==> config.mk <==
export PLATFORM = sky130hd
export DESIGN_NAME = i2c_addr_matcher
export DESIGN_NICKNAME = d
export VERILOG_FILES = /design/src/rtl/i2c_match_pkg.sv /design/src/rtl/i2c_addr_cfg.sv /design/src/rtl/i2c_slot_cmp.sv /design/src/rtl/i2c_lowest_pick.sv /design/src/rtl/i2c_addr_matcher.sv
export SDC_FILE = /design/constraint.sdc
export NUM_CORES = 1
export LEC_CHECK = 0
export ABC_AREA = 1
export BUFFER_PORTS_ARGS = -buffer_cell sky130_fd_sc_hd__buf_2
export CORE_ASPECT_RATIO = 1.25
export CORE_UTILIZATION = 30
export CTS_BUF_LIST = sky130_fd_sc_hd__clkbuf_8
export CTS_CLUSTER_DIAMETER = 150
export DETAILED_ROUTE_END_ITERATION = 12
export PLACE_DENSITY_LB_ADDON = 0.3
export SETUP_SLACK_MARGIN = 0.2
export SLEW_MARGIN = 30
export SYNTH_ARGS = -nofsm -noshare
export SYNTH_HDL_FRONTEND = slang
export SYNTH_HIERARCHICAL = 1
export SYNTH_SLANG_ARGS = --single-unit
==> constraint.sdc <==
create_clock -name clk -period 1.4 [get_ports clk]
set_input_delay 0.28 -clock clk [delete_from_list [all_inputs] [get_ports clk]]
set_output_delay 0.28 -clock clk [all_outputs]
set_load 0.01 [all_outputs]
==> src/rtl/i2c_match_pkg.sv <==
package i2c_match_pkg;

    localparam int unsigned SLOTS     = 4;
    localparam int unsigned ADDR_BITS = 7;
    localparam int unsigned BYTE_BITS = ADDR_BITS + 1;

    typedef logic [ADDR_BITS-1:0] addr_t;
    typedef logic [BYTE_BITS-1:0] byte_t;

    // One own-address slot as seen by the comparators.
    typedef struct packed {
        addr_t addr;
        logic  gc_en;
        addr_t ign;
    } slot_cfg_t;

    // Address field equality with ignored positions dropped.
    function automatic logic field_eq(input addr_t own, input addr_t ign, input addr_t seen);
        return ((own ^ seen) & ~ign) == '0;
    endfunction

endpackage

==> src/rtl/i2c_addr_cfg.sv <==
module i2c_addr_cfg
    import i2c_match_pkg::*;
#(
    parameter int unsigned NSLOT = SLOTS,
    parameter int unsigned IDX_W = $clog2(NSLOT)
) (
    input  logic                   clk,
    input  logic                   rst,
    input  logic                   we,
    input  logic                   sel_mask,
    input  logic [IDX_W-1:0]       idx,
    input  byte_t                  wdata,
    output slot_cfg_t [NSLOT-1:0]  cfg
);

    for (genvar g = 0; g < NSLOT; g++) begin : g_slot
        slot_cfg_t r;
        always_ff @(posedge clk) begin
            if (rst) begin
                r <= '0;
            end else if (we && idx == IDX_W'(g)) begin
                if (sel_mask) begin
                    r.ign <= wdata[BYTE_BITS-1:1];
                end else begin
                    r.addr  <= wdata[BYTE_BITS-1:1];
                    r.gc_en <= wdata[0];
                end
            end
        end
        assign cfg[g] = r;
    end

endmodule

==> src/rtl/i2c_slot_cmp.sv <==
module i2c_slot_cmp
    import i2c_match_pkg::*;
(
    input  slot_cfg_t cfg,
    input  byte_t     rx,
    output logic      own_eq
);

    logic reserved;
    logic gc_byte;

    always_comb begin
        reserved = (cfg.addr == '0);
        gc_byte  = (rx == '0);
        own_eq   = !reserved && !gc_byte && field_eq(cfg.addr, cfg.ign, rx[BYTE_BITS-1:1]);
    end

endmodule

==> src/rtl/i2c_lowest_pick.sv <==
module i2c_lowest_pick #(
    parameter int unsigned N = 4,
    parameter int unsigned W = $clog2(N)
) (
    input  logic [N-1:0] req,
    output logic         any,
    output logic [W-1:0] idx
);

    always_comb begin
        idx = '0;
        for (int i = N - 1; i >= 0; i--) begin
            if (req[i]) idx = W'(i);
        end
        any = |req;
    end

endmodule

==> src/rtl/i2c_addr_matcher.sv <==
module i2c_addr_matcher
    import i2c_match_pkg::*;
#(
    parameter int unsigned NSLOT = SLOTS,
    localparam int unsigned IDX_W = $clog2(NSLOT)
) (
    input  logic             clk,
    input  logic             rst,
    input  logic             cfg_we,
    input  logic             cfg_mask,
    input  logic [IDX_W-1:0] cfg_idx,
    input  logic [7:0]       cfg_wdata,
    input  logic [7:0]       rx_byte,
    input  logic             rx_valid,
    input  logic             rx_first,
    input  logic             clr,
    output logic             hit,
    output logic             gc_hit,
    output logic [IDX_W-1:0] hit_slot,
    output logic             irq,
    output logic             rw_dir,
    output logic [7:0]       rx_hold
);

    slot_cfg_t [NSLOT-1:0] cfg;
    logic [NSLOT-1:0]      own_eq;
    logic [NSLOT-1:0]      gc_vec;
    logic                  own_any;
    logic [IDX_W-1:0]      own_idx;
    logic                  gc_want;
    logic                  eval;
    logic                  pending;

    i2c_addr_cfg #(.NSLOT(NSLOT), .IDX_W(IDX_W)) u_cfg (
        .clk      (clk),
        .rst      (rst),
        .we       (cfg_we),
        .sel_mask (cfg_mask),
        .idx      (cfg_idx),
        .wdata    (cfg_wdata),
        .cfg      (cfg)
    );

    for (genvar g = 0; g < NSLOT; g++) begin : g_cmp
        i2c_slot_cmp u_cmp (
            .cfg    (cfg[g]),
            .rx     (rx_byte),
            .own_eq (own_eq[g])
        );
        assign gc_vec[g] = cfg[g].gc_en;
    end

    i2c_lowest_pick #(.N(NSLOT), .W(IDX_W)) u_pick (
        .req (own_eq),
        .any (own_any),
        .idx (own_idx)
    );

    always_comb begin
        gc_want = (rx_byte == '0) && (|gc_vec);
        eval    = rx_valid && rx_first;
        pending = (hit || gc_hit) && !clr;
    end

    always_ff @(posedge clk) begin
        if (rst) begin
            hit      <= 1'b0;
            gc_hit   <= 1'b0;
            hit_slot <= '0;
            rx_hold  <= '0;
        end else begin
            if (clr) begin
                hit      <= 1'b0;
                gc_hit   <= 1'b0;
                hit_slot <= '0;
            end
            if (eval && !pending && (own_any || gc_want)) begin
                hit      <= own_any;
                gc_hit   <= gc_want;
                hit_slot <= own_any ? own_idx : '0;
                rx_hold  <= rx_byte;
            end
        end
    end

    assign irq    = hit || gc_hit;
    assign rw_dir = rx_hold[0];

endmodule

### Yosys cells after proc, flatten, opt, wreduce, memory -nomap -nowiden

Cells that the tools add are included.

| word-level totals | value |
|---|---|
| bits in latches | 0 |
| logic and storage cells | 89 |
| memory bits (read-only) | 0 |
| RAM bits | 0 |
| flip-flop bits (word level) | 72 |
| output and inout port bits | 14 |
| memories | 0 |
| input bits | 25 |

| operators by class | value |
|---|---|
| $mul | 0 |
| equal/unequal tests | 3 |
| shifts and indexed selects | 0 |
| $lt $le $gt $ge | 0 |
| div/mod/pow operators | 0 |
| muxes and demuxes | 10 |
| reduce and logical (&&, ||, !) cells | 47 |
| bitwise gates (word level) | 13 |
| $add $sub $neg | 0 |

Operators with widths:

| cell | count |
|---|---|
| zero test 7 bit | 8 |
| bitwise AND 7 bit | 4 |
| inverter 7 bit | 4 |
| XOR 7 bit | 4 |
| logical AND 1 bit | 17 |
| AND reduction 2 bit | 8 |
| two-way mux 2 bit | 7 |
| zero test 8 bit | 1 |
| OR reduction 4 bit | 2 |
| zero test 1 bit | 7 |
| == test 2 bit, second input constant | 2 |
| two-way mux 1 bit | 3 |
| == test 2 x 1 -> 1 bit, second input constant | 1 |
| zero test 2 bit | 1 |
| logical OR 1 bit | 2 |
| nonzero test 2 bit | 1 |
| inverter 1 bit | 1 |

### Longest topological paths before layout

Gate-level depths: netlist of run 1.

| logic depth | value |
|---|---|
| word-level depth | 10 |
| depth in mapped cells | 14 |
| gate-level depth less buffers | 14 |

### Hierarchy

The synthesis of run 1 kept the hierarchy.

By module, submodules not included:

| module | cells each | sequential area each (µm²) | area an instance (µm²) | instances |
|---|---|---|---|---|
| i2c_addr_cfg | 405 | 1201.2 | 2636.3 | 1 |
| i2c_slot_cmp | 56 | 0.0 | 229.0 | 4 |
| i2c_addr_matcher | 72 | 240.2 | 580.6 | 1 |
| i2c_lowest_pick | 9 | 0.0 | 46.3 | 1 |

### Least setup slack after synthesis of run 1

No wires, ideal clock.

| timing path | value |
|---|---|
| path type | flip-flop to flip-flop |
| start point | reg u_cfg.g_slot[0].r (netlist bit u_cfg/cfg[12]) |
| end point | reg rx_hold[0] |
| library setup time | 113 ps |
| slack | -23 ps |
| stages on the path, launching flop included | 14 |
| arrival | 1309 ps |
| required time | 1287 ps |
| path through | dfxtp_1 -> nand2_1 -> nand3_1 -> nand2_1 -> nor2_1 -> nand2_1 -> nor2_1 -> inv_1 -> nand4_1 -> nand2_4 -> nand2_8 -> inv_6 -> nor2_2 -> nor2_1 |

| on the way | value |
|---|---|
| cells in the longest elaborated chain, start to end | 7 |

RTL lines:

| element | line | RTL |
|---|---|---|
| from (decl) | i2c_addr_cfg.sv:17 | `slot_cfg_t r;` |
| XOR 7 bit or zero test 7 bit (tied branches) | i2c_match_pkg.sv:19, i2c_slot_cmp.sv:13 |  |
| bitwise AND 7 bit or zero test 1 bit (tied branches) | i2c_match_pkg.sv:19, i2c_slot_cmp.sv:15 |  |
| zero test 7 bit or logical AND 1 bit (tied branches) | i2c_match_pkg.sv:19, i2c_slot_cmp.sv:15 |  |
| logical AND 1 bit * | i2c_slot_cmp.sv:15 | `own_eq = !reserved && !gc_byte && field_eq(cfg.addr, cfg.ign, rx[BYTE_BITS-1:1]);` |
| net own_eq[0] | i2c_addr_matcher.sv:26 | `logic [NSLOT-1:0] own_eq;` |
| OR reduction 4 bit * | i2c_lowest_pick.sv:15 | `any = \|req;` |
| net own_any | i2c_addr_matcher.sv:28 | `logic own_any;` |
| logical OR 1 bit * | i2c_addr_matcher.sv:77 | `if (eval && !pending && (own_any \|\| gc_want)) begin` |
| logical AND 1 bit * | i2c_addr_matcher.sv:77 |  |
| to (signal assigned) | i2c_addr_matcher.sv:81 | `rx_hold <= rx_byte;` |
| to (decl) | i2c_addr_matcher.sv:22 | `output logic [7:0] rx_hold` |

The timed path passes the listed nets; every way through them passes the cells marked *.
A chain may end at the register's enable or synchronous reset.

### Worst setup path after layout of run 1

| timing path | value |
|---|---|
| start point | reg u_cfg.g_slot[1].r (netlist bit u_cfg/cfg[27]) |
| end point | reg rx_hold[0] |

| on the way | value |
|---|---|
| cells in the longest elaborated chain, start to end | 7 |

RTL lines:

| element | line |
|---|---|
| from (decl) | i2c_addr_cfg.sv:17 |
| XOR 7 bit or zero test 7 bit (tied branches) | i2c_match_pkg.sv:19, i2c_slot_cmp.sv:13 |
| bitwise AND 7 bit or zero test 1 bit (tied branches) | i2c_match_pkg.sv:19, i2c_slot_cmp.sv:15 |
| zero test 7 bit or logical AND 1 bit (tied branches) | i2c_match_pkg.sv:19, i2c_slot_cmp.sv:15 |
| logical AND 1 bit * | i2c_slot_cmp.sv:15 |
| net own_eq[1] | i2c_addr_matcher.sv:26 |
| OR reduction 4 bit * | i2c_lowest_pick.sv:15 |
| net own_any | i2c_addr_matcher.sv:28 |
| logical OR 1 bit * | i2c_addr_matcher.sv:77 |
| logical AND 1 bit * | i2c_addr_matcher.sv:77 |

Marked as above.

==> flow_summary.toml, run 1 <==
[place]
port-buffer-count = 38
post-dp-hpwl_mm = 7.99
place.gp.congestion = 0.772
dp_slack_ps = -451

[power]
power.leakage_uw = 0.00251
ir_drop_mv = 0.452
power_density_nw_per_um2 = 953
power_uw = 4930

[sta]
max_freq_mhz = 642
tns_ps = -1600
setup_viol = 12
hold_viol = 0
fin_crit_ps = 1560
relSlewSlack_pct = 56.3
rsz0062_at_grt = "true"
finalMaxSlewViolations = 0
fin_ws_ps = -158
fin_crit_sh_pct = 111
fin_skew_ps = 7.96
worst_slew_pin_slew_ps = 653

[die]
core-area_um2 = 13400
start_util_pct = 31.2
die_y_um = 134
die_w_um = 108
row_count = 47
ios = 39
dieArea_um2 = 14400

[synth]
synth_fp_nets = 735
synth_top_family_by_area = "simple AND/OR/NAND/NOR gates"
seq_area_frac_synth_pct = 34.5
synthSimpleGateAreaFrac_pct = 44.0
synth_cells = 710
synthXorXnorAreaFrac_pct = 0
yosys_register_bits = 72
synth_warnings = 6
synth_mux_area_share_pct = 0
synth-compound-area-share_pct = 5.60
postSynthAreaPerCell_um2 = 5.89
synth_fa_ha_area_share_pct = 0
synth.distinct_cells = 23
netlist_area_um2 = 4180

[finish]
diodes = 0
layout_commonest_cell = "nand2_1"
final_cell_mix = "nand2_1, inv_1, nor2_1"
areaGrowthSynthToFinish_pct = 23.7
fillers = 1484
layout-drive-gt1-share_pct = 21.8
register_area_um2 = 1480
multi_input_area_um2 = 2140
fin_nets = 799

[cts]
cts.sinks = 72
clock_latency_ps = 360
htree_levels = 3
cts_buffers = 9
clk_pin_slew_ps = 80
clock_path_buffers = 2
root_buffer = "clkbuf_8"
cts_hold_buf = 0
cts_tree = "yes"

[route]
drc = 0
ant_nets = 0
vias_per_cell = 4.33
vias = 4118
wl_per_cell_um = 12.2
wl_mm = 11.6
drt_iter0_drc = 249
first_pass_iters = 5

[global_route]
grt_remaining_overflow = 0
track_usage_pct = 17.1
first_global_vias = 3779
antenna_found_initial = 0
grt_first_pass_wirelength_mm = 18.9
grt_max_degree = 61

[outcome]
violations = "negative setup slack"
status = "finished with violations"

[critical_path]
required_ps = 1660
arrival_ps = 1820
worstPathMaxFanout = 8
start_kind = "register"
cp-end-kind = "register"
critPathKind = "register to register"

[worst_hold_path]
hp-class = "input port to register"

[run]
cap_violations = 0
-- worst paths after layout --
check                                                 from                          to  slack [ps]  depth (start not counted)
worst max-delay path            u_cfg/cfg[27]$_SDFFE_PP0P_     rx_hold[0]$_SDFFE_PP0P_        -160                         13
worst min-delay path                                   rst            hit$_SDFFE_PP0P_         160                          2
worst max register to register  u_cfg/cfg[27]$_SDFFE_PP0P_     rx_hold[0]$_SDFFE_PP0P_        -160                         13
worst min register to register  u_cfg/cfg[22]$_SDFFE_PP0P_  u_cfg/cfg[22]$_SDFFE_PP0P_         490                          2
-- report_power, final --
group	internal (uW)	switching, uW
sequential	2110	47.2
combinational	267	461
clock	1190	858
-- routing by layer --
metal / vias to the layer above / global-route usage [%] / share of wire [%] / wire length (um)
met4: 0 / 7.31 / 2.0 / 234
met1: 1775 / 22.2 / 47 / 5500
met2: 68 / 27.7 / 47 / 5490
li1: 2262 / - / - / -
met3: 13 / 2.67 / 3.2 / 369
met5: - / 0 / 0 / 0
-- through the flow --
step           std cells  instance area (um^2)  util [%]  hold slack [ps]
4_1_cts              949                  5110      38.1              141
3_3_place_gp         932                  4840      36.1              466
2_1_floorplan        710                  4210         -              349
5_1_grt              950                  5170      38.6              154
6_report             950                  5170      38.6              163
3_5_place_dp         932                  4840      36.1              469
-- cells in the mapped netlist --
cell type / n / area, um^2
a21oi_1: 27 / 135
a21oi_2: 6 / 52.6
a31oi_1: 1 / 6.26
buf_1: 5 / 18.8
buf_2: 10 / 50.1
buf_4: 1 / 7.51
clkbuf_1: 7 / 26.3
clkinv_1: 9 / 33.8
dfxtp_1: 72 / 1440
inv_1: 132 / 495
inv_2: 6 / 22.5
inv_6: 1 / 8.76
nand2_1: 184 / 691
nand2_4: 1 / 11.3
nand2_8: 1 / 20.0
nand3_1: 68 / 340
nand3_4: 1 / 17.5
nand4_1: 21 / 131
nor2_1: 123 / 462
nor2_2: 15 / 93.8
nor2_4: 3 / 33.8
nor3_1: 8 / 40.0
o21ai_1: 8 / 40.0
-- cells by family after synthesis --
logic type	Yosys count
AND/OR/NAND/NOR	425
flip-flops	72
AO/OA/AOI/OAI	42
buffers and inverters	171
-- sequential cells by signal, indices dropped and copies added (netlist names) --
| register | count |
|---|---|
| gc_hit | 1 |
| hit | 1 |
| hit_slot | 2 |
| rx_hold | 8 |
| u_cfg/cfg | 60 |
-- worst max-delay path, cell delays in order, from the launching register on --
cell     delay [ps]
dfxtp_4         370
nand2_1          50
nand3_1          80
nand2_1          60
nor2_1          110
nand2_1          90
nor2_2          100
inv_2            60
nand4_1         130
nand2_4         120
nand2_8         120
inv_8            60
nor2_2           70
nor2_1           50
-- layout make-up --
type	count	area share (%)
timing repair buffer	75	10.3
clock buffer	9	2.40
inverter	148	10.9
clock inverter	7	2.32
multi-input combinational	468	41.4
sequential	72	28.6
tap	171	4.14
-- repair_timing --
action                                  in CTS  in global routing
pin swaps                                    0                  8
endpoints found under the setup margin      13                 14
hold endpoints to repair                     0                  0
gates resized for setup                     14                 24
gates cloned                                 1                  0
buffers inserted                             0                  1
Note: power is estimated with default switching activity, not from simulation.
==> run 2: changes to the inputs <==
--- a/config.mk
+++ b/config.mk
@@ -6,7 +6,7 @@
 export NUM_CORES = 1
 export LEC_CHECK = 0
 export ABC_AREA = 1
-export BUFFER_PORTS_ARGS = -buffer_cell sky130_fd_sc_hd__buf_2
+export BUFFER_PORTS_ARGS = -buffer_cell sky130_fd_sc_hd__buf_4
 export CORE_ASPECT_RATIO = 1.25
 export CORE_UTILIZATION = 30
 export CTS_BUF_LIST = sky130_fd_sc_hd__clkbuf_8
@@ -17,5 +17,4 @@
 export SLEW_MARGIN = 30
 export SYNTH_ARGS = -nofsm -noshare
 export SYNTH_HDL_FRONTEND = slang
-export SYNTH_HIERARCHICAL = 1
 export SYNTH_SLANG_ARGS = --single-unit
==> flow_summary.toml, run 2 <==
[outcome]
status = "finished with violations"
violations = "negative setup slack"

[global_route]
grt_max_degree = 69
track_usage_pct = 18.2
grt_remaining_overflow = 0
first_global_vias = 3189
grt_first_pass_wirelength_mm = 15.6
antenna_found_initial = 0

[finish]
diodes = 0
register_area_um2 = 1450
largest_reg_flops = 60
layout-drive-gt1-share_pct = 33.1
areaGrowthSynthToFinish_pct = 37.8
layout_commonest_cell = "buf_4"
multi_input_area_um2 = 1670
fillers = 1106
fin_nets = 591
final_cell_mix = "buf_4, nand2_1, a21oi_1"

[critical_path]
critPathKind = "register to register"
required_ps = 1650
critPathBufInv = 0
start_kind = "register"
cp-end-kind = "register"
crit_chain = "nor2_4, nand3_2, nor2_2, nor2_2, nand3_1, nand2_2, nand2_4, nand3_4, o21ai_1, a21oi_1"
critPathMaxStageDelay_ps = 350
cp_slowest_cell = "dfxtp_2"
worstPathMaxFanout = 8
arrival_ps = 1720
cp_common_cell = "nor2_2"
cpLargestDelayFamily = "simple AND/OR/NAND/NOR gates"

[die]
ios = 39
dieArea_um2 = 11500
start_util_pct = 31.1
die_w_um = 96.1
die_y_um = 120
core-area_um2 = 10700
row_count = 42

[synth]
synthTopCellsByArea = "dfxtp_1, a21oi_1, o21ai_0, nand2_1, inv_1"
synth_mux_area_share_pct = 0
synth.top_cell.area_share_pct = 43.4
synth.distinct_cells = 23
synth_flop_cell = "dfxtp_1"
synthSimpleGateAreaFrac_pct = 23.7
synth_area_leader_cell = "dfxtp_1"
yosysMostFrequentCell = "nand2_1"
synth_fa_ha_area_share_pct = 0
seq_area_frac_synth_pct = 43.4
synth_fp_nets = 504
synth_enable_flop_cells = 0
synth-compound-area-share_pct = 21.9
yosys_register_bits = 72
synth_warnings = 0
synthXorXnorAreaFrac_pct = 0
async_reset_ff_share_pct = 0
synth_cells = 479
netlist_area_um2 = 3320
synth_top_family_by_area = "simple AND/OR/NAND/NOR gates"
postSynthAreaPerCell_um2 = 6.93
yosys-top-cells-count = "nand2_1, dfxtp_1, a21oi_1, inv_1, o21ai_0"

[power]
switching_share_pct = 25.0
power_switching_uw = 1180
power.share.sequential_pct = 45.4
power_density_nw_per_um2 = 1030
clock_power_share_pct = 41.4
p_int_uw = 3540
power.leakage_uw = 0.00199
ir_drop_mv = 0.533
comb_power_share_pct = 13.1

[sta]
max_freq_mhz = 677
tns_ps = -673
fin_crit_sh_pct = 105
worst_slew_pin_slew_ps = 399
rsz0062_at_grt = "true"
fin_skew_ps = 9.74
hold_viol = 0
finalMaxSlewViolations = 0
setup_viol = 11
fin_ws_ps = -76.8
hold_slack_ps = 117
fin_crit_ps = 1480
relSlewSlack_pct = 73.4

[worst_hold_path]
hp-class = "input port to register"

[route]
ant_nets = 0
first_pass_iters = 4
wl_met3_um = 382
vias_per_cell = 4.65
wl_per_cell_um = 13.6
drc = 0
wl_mm = 9.59
wl_met2_mm = 4.95
drt_iter0_drc = 116
dr.max_layer_used = "met4"
vias = 3271
met1_length_mm = 4.03

[cts]
htree_levels = 3
cts_buffers = 9
root_buffer = "clkbuf_8"
clock_latency_ps = 360
cts.sinks = 72
cts_tree = "yes"
clk_pin_slew_ps = 80
clock_path_buffers = 2
cts_hold_buf = 0

[place]
place.gp.congestion = 0.853
post-dp-hpwl_mm = 6.85
port-buffer-count = 38

[run]
cap_violations = 0
[run 2: cell types whose count changed after synthesis, moves of 29 or more]
cell	delta
inv_1	-63
nand3_1	-29
o21ai_0	+64
nor2_1	-91
a21oi_1	+44
nand2_1	-105
[run 2: power groups by stage]
stage	clock network (uW)	registers, uW	logic, uW
2_1_floorplan	0	2180	300
3_3_place_gp	0	2180	573
3_5_place_dp	0	2180	582
4_1_cts	2000	2140	608
5_1_grt	2090	2150	681
6_report	1950	2140	618
[run 2: what timing repair did]
item                       4_1_cts  5_1_grt
gates cloned                     1        0
gates resized for setup         43       16
setup endpoints to repair       15       15
buffers inserted                 1        3
pin swaps                       15       10
[run 2: layout make-up]
class	instances	share of cell area, %
Inverter	77	6.43
Sequential cell	72	31.7
Clock inverter	7	2.41
Timing Repair Buffer	92	16.7
Tap cell	132	3.61
Multi-Input combinational cell	314	36.5
Clock buffer	9	2.71
[run 2: per-layer routing]
layer	vias to the layer above	track usage (%)
met3	12	2.79
met1	1481	21.7
met5	-	0
li1	1726	-
met4	0	8.58
met2	52	31.4
[run 2: cells by family (layout without fill, tap and decap cells)]
logic type / count (synthesis) / in the layout
simple gates: 171 / 172
buf+inv: 94 / 185
flops: 72 / 72
compound gates: 142 / 142
[run 2: final timing paths]
path / endpoint / cells past startpoint / from / slack [ps]
setup / recovery: rx_hold[1]$_SDFFE_PP0P_ / 10 / u_cfg.cfg[54]$_SDFFE_PP0P_ / -80
hold / removal: gc_hit$_SDFFE_PP0P_ / 2 / rst / 120
setup reg to reg: rx_hold[1]$_SDFFE_PP0P_ / 10 / u_cfg.cfg[54]$_SDFFE_PP0P_ / -80
hold reg to reg: u_cfg.cfg[6]$_SDFFE_PP0P_ / 2 / u_cfg.cfg[6]$_SDFFE_PP0P_ / 450
[run 2: metrics by stage]
step / cells / utilization [%] / setup WS [ps] / power (uW) / instance area, um^2
detailed placement: 682 / 39.0 / -292 / 2770 / 4160
global route: 703 / 42.9 / -192 / 4920 / 4580
floorplan: 479 / - / 5.07 / 2480 / 3360
global placement: 682 / 39.0 / -258 / 2760 / 4160
finish: 703 / 42.9 / -76.8 / 4710 / 4580
CTS: 700 / 42.2 / -65.5 / 4740 / 4510
==> run 3: changes to the inputs <==
--- a/config.mk
+++ b/config.mk
@@ -5,7 +5,6 @@
 export SDC_FILE = /design/constraint.sdc
 export NUM_CORES = 1
 export LEC_CHECK = 0
-export ABC_AREA = 1
 export BUFFER_PORTS_ARGS = -buffer_cell sky130_fd_sc_hd__buf_4
 export CORE_ASPECT_RATIO = 1.25
 export CORE_UTILIZATION = 30
==> flow_summary.toml, run 3 <==
[sta]
setup_viol = 11
fin_crit_ps = 1930
max_freq_mhz = 518
relSlewSlack_pct = 60.4
worst_slew_pin_slew_ps = 592
fin_ws_ps = -529
fin_skew_ps = 7.59
hold_slack_ps = 202
rsz0062_at_grt = "true"
hold_viol = 0
fin_crit_sh_pct = 138
finalMaxSlewViolations = 0

[die]
die_w_um = 96.7
core-area_um2 = 10800
row_count = 42
die_y_um = 120
ios = 39
dieArea_um2 = 11600
start_util_pct = 31.2

[finish]
register_area_um2 = 1460
final_util_pct = 41.6
fillers = 1099
largest_reg_flops = 60
final_cell_area_um2 = 4490
final_cells = 610
final_cell_mix = "nand2_1, buf_4, dfxtp_1"
layout-drive-gt1-share_pct = 29.7
fin_nets = 498
diodes = 0
areaGrowthSynthToFinish_pct = 33.4
multi_input_area_um2 = 1890
layout_commonest_cell = "nand2_1"

[critical_path]
critPathBufInv = 2
required_ps = 1700
start_kind = "register"
arrival_ps = 2230
cpLargestDelayFamily = "simple AND/OR/NAND/NOR gates"
worstPathMaxFanout = 5
r2r_cells = 9
worstSetupStartpoint = "u_cfg.cfg[41]$_SDFFE_PP0P_"
critPathKind = "register to register"
critPathMaxStageDelay_ps = 510
crit_chain = "buf_4, xnor2_2, nor2_1, nor3_2, nand2_1, buf_4, and4_4, or4b_4, nand3_2"
cp-end-kind = "register"
reg2reg_slack_ps = -530
rr_endpoint = "rx_hold[7]$_SDFFE_PP0P_"
worstReg2RegStart = "u_cfg.cfg[41]$_SDFFE_PP0P_"
cp_common_cell = "buf_4"
cp_slowest_cell = "or4b_4"

[route]
vias = 3096
drc = 0
first_pass_iters = 4
wl_mm = 9.60
vias_per_cell = 5.08
wl_per_cell_um = 15.7
ant_nets = 0
drt_iter0_drc = 184

[synth]
netlist_area_um2 = 3360
synth_mux_area_share_pct = 6.55
synth_area_leader_cell = "dfxtp_1"
synth_fp_nets = 428
synthSimpleGateAreaFrac_pct = 27.4
synth_flop_cell = "dfxtp_1"
synth.distinct_cells = 31
synth_enable_flop_cells = 0
synthTopCellsByArea = "dfxtp_1, nand2_1, xnor2_1, mux2i_1, a21oi_1"
postSynthAreaPerCell_um2 = 8.34
synth_cells = 403
synth_warnings = 0
synth.top_cell.area_share_pct = 42.9
synth-compound-area-share_pct = 10.3
synth_fa_ha_area_share_pct = 0
async_reset_ff_share_pct = 0
yosys_register_bits = 72
yosysMostFrequentCell = "nand2_1"
synthXorXnorAreaFrac_pct = 7.52
synth_top_family_by_area = "simple AND/OR/NAND/NOR gates"
seq_area_frac_synth_pct = 42.9
yosys-top-cells-count = "nand2_1, dfxtp_1, a21oi_1, nor2_1, xnor2_1"

[power]
power.leakage_uw = 0.00176
ir_drop_mv = 0.529
power_density_nw_per_um2 = 956

[worst_hold_path]
hold_depth = 3
min_from = "cfg_wdata[0]"
min_to = "u_cfg.cfg[22]$_SDFFE_PP0P_"
hp-class = "input port to register"

[cts]
clk_pin_slew_ps = 80
htree_levels = 3
clock_latency_ps = 350
cts_tree = "yes"
root_buffer = "clkbuf_8"
clock_path_buffers = 2
cts_buffers = 9
cts.sinks = 72

[outcome]
violations = "negative setup slack"
status = "finished with violations"

[run]
cap_violations = 0

[global_route]
grt_max_degree = 39
grt_remaining_overflow = 0
antenna_found_initial = 0
grt_first_pass_wirelength_mm = 15.7
first_global_vias = 2917
track_usage_pct = 17.3

[place]
place.gp.congestion = 0.790
dp_slack_ps = -694
port-buffer-count = 38
dpl_cell_area_um2 = 4100
dp_cells = 589
post-dp-hpwl_mm = 6.78
run 3: cell count changes after synthesis, moves of 22 or more:
cell,delta
mux2i_1,+22
inv_1,-68
o21ai_0,-63
nand3_1,-27
a21oi_1,-28
xnor2_1,+27
run 3: per-layer routing:
layer,track usage (%),part of all wire (%)
met1,22.0,46
met2,28.7,47
met3,3.41,4.1
met4,6.44,2.2
met5,0,0
run 3: timing repair:
action | CTS | global route
resized for setup | 25 | 17
cloned | 2 | 0
setup buffers | 1 | 2
hold buffers | 0 | 0
pin swaps | 1 | 5
setup endpoints to repair | 15 | 16
run 3: worst max-delay path by stage:
stage	to	slack, ps	cells past startpoint
2_1_floorplan	hit$_SDFFE_PP0P_	-510	9
3_3_place_gp	rx_hold[6]$_SDFFE_PP0P_	-690	8
3_5_place_dp	rx_hold[6]$_SDFFE_PP0P_	-690	8
4_1_cts	rx_hold[6]$_SDFFE_PP0P_	-520	8
5_1_grt	rx_hold[5]$_SDFFE_PP0P_	-640	8
6_report	rx_hold[7]$_SDFFE_PP0P_	-530	9
run 3: logic make-up after synthesis:
| logic type | after synthesis |
|---|---|
| xor gates and xnor gates | 28 |
| DFF | 72 |
| and+or+nand+nor | 186 |
| muxes | 22 |
| AOI/OAI and AO/OA | 62 |
| buffers and inverters | 33 |
run 3: cell type report:
cell class                      count  share of cell area, %
Clock buffer                       10                   3.07
Sequential cell                    72                   32.5
Tap cell                          132                   3.68
Timing Repair Buffer               90                   17.1
Multi-Input combinational cell    299                   42.2
Clock inverter                      6                   1.34
Inverter                            1                 0.0837
run 3: where the power goes:
part | internal [uW] | switching (uW)
Sequential | 2080 | 29.8
Clock | 862 | 807
Combinational | 240 | 267
run 3: tightest hold or removal path, delay by kind of cell:
kind | cells | cell delay [ps]
AO/OA/AOI/OAI | 1 | 50
buffers and inverters | 1 | 130
AND/OR/NAND/NOR | 1 | 50
run 3: stage by stage:
stage | power (uW) | TNS, ps
after CTS | 4310 | -5560
after global routing | 4460 | -6680
final | 4290 | -5490
after floorplan | 2450 | -4420
after detailed placement | 2640 | -7630
after global placement | 2640 | -7410
